[src/rtl/sam_pkg.sv]
package sam_pkg;
  typedef enum logic [2:0] {
    ST_IDLE  = 3'd0,
    ST_ADD   = 3'd1,
    ST_SHIFT = 3'd2,
    ST_COUNT = 3'd3,
    ST_DONE  = 3'd4
  } sam_state_t;

  // Upper half plus multiplicand, returned with its carry as the top bit.
  function automatic logic [16:0] upper_sum(input logic [15:0] hi, input logic [15:0] m, input int unsigned w);
    logic [16:0] s;
    logic [16:0] mask;
    mask = (17'd1 << w) - 17'd1;
    s = ({1'b0, hi} & mask) + ({1'b0, m} & mask);
    return s;
  endfunction
endpackage

[src/rtl/sam_ctrl.sv]
module sam_ctrl import sam_pkg::*; #(
  parameter int N = 4,
  localparam int SCW = $clog2(N + 1)
) (
  input  logic           clk,
  input  logic           rst_n,
  input  logic           start,
  output logic           load_en,
  output logic           add_en,
  output logic           shift_en,
  output logic           busy,
  output logic           done,
  output logic [SCW-1:0] sc
);
  sam_state_t st_q, st_d;
  logic       last_step;

  assign last_step = (sc == SCW'(N - 1));
  assign busy      = (st_q == ST_ADD) || (st_q == ST_SHIFT) || (st_q == ST_COUNT);
  assign done      = (st_q == ST_DONE);
  assign load_en   = start && !busy;
  assign add_en    = (st_q == ST_ADD);
  assign shift_en  = (st_q == ST_SHIFT);

  always_comb begin
    st_d = st_q;
    unique case (st_q)
      ST_IDLE, ST_DONE: if (start) st_d = ST_ADD;
      ST_ADD:           st_d = ST_SHIFT;
      ST_SHIFT:         st_d = ST_COUNT;
      ST_COUNT:         st_d = last_step ? ST_DONE : ST_ADD;
      default:          st_d = ST_IDLE;
    endcase
  end

  always_ff @(posedge clk or negedge rst_n) begin
    if (!rst_n) begin
      st_q <= ST_IDLE;
      sc   <= '0;
    end else begin
      st_q <= st_d;
      if (load_en)                sc <= '0;
      else if (st_q == ST_COUNT)  sc <= sc + SCW'(1);
    end
  end
endmodule

[src/rtl/sam_datapath.sv]
module sam_datapath import sam_pkg::*; #(
  parameter int N = 4,
  localparam int PW = 2 * N
) (
  input  logic          clk,
  input  logic          rst_n,
  input  logic          load_en,
  input  logic          add_en,
  input  logic          shift_en,
  input  logic [N-1:0]  a_in,
  input  logic [N-1:0]  b_in,
  output logic [PW-1:0] p,
  output logic [N-1:0]  m_val,
  output logic          carry
);
  logic [N-1:0] q_val;
  logic [16:0]  sum_w;

  assign sum_w = upper_sum(16'(p[PW-1:N]), 16'(m_val), N);

  always_ff @(posedge clk or negedge rst_n) begin
    if (!rst_n) begin
      p     <= '0;
      m_val <= '0;
      q_val <= '0;
      carry <= 1'b0;
    end else if (load_en) begin
      p     <= '0;
      m_val <= a_in;
      q_val <= b_in;
      carry <= 1'b0;
    end else if (add_en) begin
      if (q_val[0]) begin
        p[PW-1:N] <= sum_w[N-1:0];
        carry     <= sum_w[N];
      end
    end else if (shift_en) begin
      p     <= {carry, p[PW-1:1]};
      carry <= 1'b0;
      q_val <= q_val >> 1;
    end
  end
endmodule

[src/rtl/shift_add_mul.sv]
module shift_add_mul import sam_pkg::*; #(
  parameter int N = 4
) (
  input  logic           clk,
  input  logic           rst_n,
  input  logic           start,
  input  logic [N-1:0]   multiplicand,
  input  logic [N-1:0]   multiplier,
  output logic [2*N-1:0] product,
  output logic           done
);
  localparam int SCW = $clog2(N + 1);

  logic           load_en, add_en, shift_en, busy;
  logic           carry_w;
  logic [SCW-1:0] sc_w;
  logic [N-1:0]   m_w;

  sam_ctrl #(.N(N)) ctrl_i (
    .clk(clk), .rst_n(rst_n), .start(start),
    .load_en(load_en), .add_en(add_en), .shift_en(shift_en),
    .busy(busy), .done(done), .sc(sc_w)
  );

  sam_datapath #(.N(N)) dp_i (
    .clk(clk), .rst_n(rst_n),
    .load_en(load_en), .add_en(add_en), .shift_en(shift_en),
    .a_in(multiplicand), .b_in(multiplier),
    .p(product), .m_val(m_w), .carry(carry_w)
  );
endmodule

[config.mk]
export PLATFORM = sky130hd
export DESIGN_NAME = shift_add_mul
export DESIGN_NICKNAME = d
export VERILOG_FILES = /design/src/rtl/sam_pkg.sv /design/src/rtl/sam_ctrl.sv /design/src/rtl/sam_datapath.sv /design/src/rtl/shift_add_mul.sv
export SDC_FILE = /design/constraint.sdc
export NUM_CORES = 1
export LEC_CHECK = 0
export ABC_AREA = 1
export ABC_CLOCK_PERIOD_IN_PS = 1700
export BUFFER_PORTS_ARGS = -buffer_cell sky130_fd_sc_hd__buf_2
export CORE_MARGIN = 1
export CORE_UTILIZATION = 57
export CTS_BUF_LIST = sky130_fd_sc_hd__clkbuf_2
export DETAILED_ROUTE_END_ITERATION = 10
export PLACE_DENSITY = 0.81
export SYNTH_ARGS = -nofsm -noshare
export SYNTH_HDL_FRONTEND = slang
export SYNTH_SLANG_ARGS = --single-unit
[constraint.sdc]
create_clock -name clk -period 1.7 [get_ports clk]
set_clock_uncertainty 0.15 [all_clocks]
set_input_delay 0.34 -clock clk [delete_from_list [all_inputs] [get_ports clk]]
set_output_delay 0.34 -clock clk [all_outputs]
set_load 0.05 [all_outputs]
==> results.cfg <==
[finish]
final_common_cell = nand2_1
nets = 187
final_cell_count_no_fill = 195
syn2layout_area_growth_pct = 20.1
num_antenna_cells = 0
mostFrequentLayoutCells = nand2_1, dfrtp_1, buf_2
drive_gt1_share_pct = 31.5

[floorplan]
core_sq_um = 1960
fp.dieH_um = 47.9
die_x_um = 47.9
die_area_sq_um = 2290
start_util_pct = 61.1
ios = 20
rows = 16

[min_path]
hp-class = in2reg
min_path_cells = 3

[route]
drtIter0Drc = 27
drc = 0
num_vias = 1029
drtAntennaViolNets = 0
routed_wl_um = 2570
avgViaCountPerCell = 5.28
wl_per_cell_um = 13.2
detail_route.first_pass.iterations = 4

[synth]
syn_inst = 139
ys_top_cells_by_area = dfrtp_1, nand2_1, ha_1
synth_warnings = 0
synth_area_sq_um = 1200
yosysSeqAreaShare_pct = 48.0
yosysTopAreaCellShare_pct = 48.0
synth_seq_cells = 23
synthesis.nets = 157
ys_types = 23
yosys.area.top_type = dfrtp_1
avgSynthCellArea_sq_um = 8.62

[sta]
post-route-min-period_ns = 1.67
hold_viol_final = 0
setup_violations = 0
fin_ws_ns = 0.0269
min_period_over_period_pct = 98.4
rsz0062_at_grt = yes
worstMarginPinSlew_ns = 0.521
hold_ws_ns = 0.0398
max_freq_mhz = 598
maxSlewHeadroom_pct = 65.3
setup_tns_ns = 0
slew_violations = 0

[run_status]
status = completed

[setup_path]
slowest_stage = dfrtp_1
reg2regPathDepth = 10
critPathCaptureType = output port
crit_required_ns = 1.21
critical_path_class = reg2out
cp.arrival_ns = 1.18
path_cells = inv_2 > nand2_4 > nor2_4 > buf_8
start_kind = flop
critPathMaxStageDelay_ns = 0.45
worstPathMaxFanout = 4

[placement]
place_congestion = 0.762
dp_hpwl_um = 1830
port-buffer-count = 19
dp.cells = 185
dp_slack_ns = 0.0747

[flow_run]
drv_cap = 0

[clocking]
clkLatencyLatePin_ns = 0.32
clk_pin_slew_worst_paths_ns = 0.22
max-clock-path-buffers = 2
cts_max_level = 1
cts_buffers = 3
tritoncts = done
cts-root-buf = clkbuf_2
cts.sinks = 23

[global_routing]
overflow = 0
grt_pass1_wl_um = 4110
antenna_found_initial = 0
grt_use_total_pct = 25.9
grt_max_degree = 24
grt_pass1_vias = 964

[power_and_ir_drop]
ir_drop_v = 0.00156
power_density_nw_per_um2 = 1920
p_leak_uw = 0.000761
registers in the layout, indices dropped and copies added, names as in the netlist:
signal,flops
dp_i.m_val,4
dp_i.carry,1
dp_i.q_val,4
ctrl_i.st_q,3
dp_i.p,8
ctrl_i.sc,3
kinds of logic after synthesis:
family / synth area share, %
flip-flops: 48.0
AO/OA/AOI/OAI: 11.6
buffers and inverters: 6.79
XOR/XNOR: 0.731
AND/OR/NAND/NOR: 24.9
adder cells (fa/ha/maj): 7.93
power breakdown:
group | total (uW) | switching (uW) | internal, uW | leakage, uW
sequential | 939 | 172 | 768 | 0.000294
clock | 226 | 163 | 62.2 | 0.0000166
combinational | 1590 | 1040 | 550 | 0.000450
worst max-delay path, delay by kind of cell, from the launching register on:
family	cells	cell delay [ns]
flip-flops	1	0.45
AND/OR/NAND/NOR	2	0.16
buffers and inverters	2	0.24
Yosys cell counts:
library cell,number
o211ai_1,2
o21ai_4,1
fa_1,1
nand2_4,1
nor2_1,9
nand3_2,3
inv_2,5
a21oi_2,1
nand2_2,5
o21ai_1,3
a21oi_1,4
xnor2_1,1
dfrtp_1,23
nor2_4,1
o22ai_1,3
inv_1,15
nand3_1,7
nand2_1,39
o21a_1,1
inv_4,1
a22oi_1,1
ha_1,6
o21ai_0,6
metal layers:
layer | track usage [%] | vias up | routed length, um
li1 | - | 502 | -
met1 | 34.0 | 495 | 1120
met2 | 44.3 | 30 | 1330
met3 | 3.77 | 2 | 104
met4 | 7.78 | 0 | 14
met5 | 0 | - | 0
layout make-up:
| type | count | area, sq um |
|---|---|---|
| repair buffers | 25 | 153 |
| well taps | 27 | 33.8 |
| inverters | 21 | 81.3 |
| multi-input cells | 95 | 573 |
| flip-flops and latches | 23 | 579 |
| fillers | 168 | 522 |
| clock buffers | 4 | 20.0 |
through the flow:
stage               power [uW]  utilization, %  instance area, sq um
detailed placement        2400            68.6                  1350
global route              2990            73.4                  1440
CTS                       2710            72.2                  1420
finish                    2760            73.4                  1440
global placement          2310            68.6                  1350
floorplan                 2060               -                  1220
repair_timing:
item,in CTS,in global routing
hold endpoints to repair,23,0
endpoints found under the setup margin,1,4
hold buffers,1,0
resized for setup,3,5
setup buffers,4,1
pin swaps,1,1
final timing paths:
path	from	to	slack [ns]
worst max-delay path	ctrl_i.st_q[1]$_DFFE_PN0P_	done	0.03
worst min-delay path	multiplicand[1]	dp_i.m_val[1]$_DFFE_PN0P_	0.04
worst max register to register	ctrl_i.st_q[1]$_DFFE_PN0P_	dp_i.carry$_DFFE_PN0P_	0.08
worst min register to register	dp_i.carry$_DFFE_PN0P_	dp_i.carry$_DFFE_PN0P_	0.38
max in group asynchronous	rst_n	dp_i.p[5]$_DFFE_PN0P_	0.67
min in group asynchronous	rst_n	dp_i.carry$_DFFE_PN0P_	0.36
No activity file was read; power rests on OpenSTA's default activity.
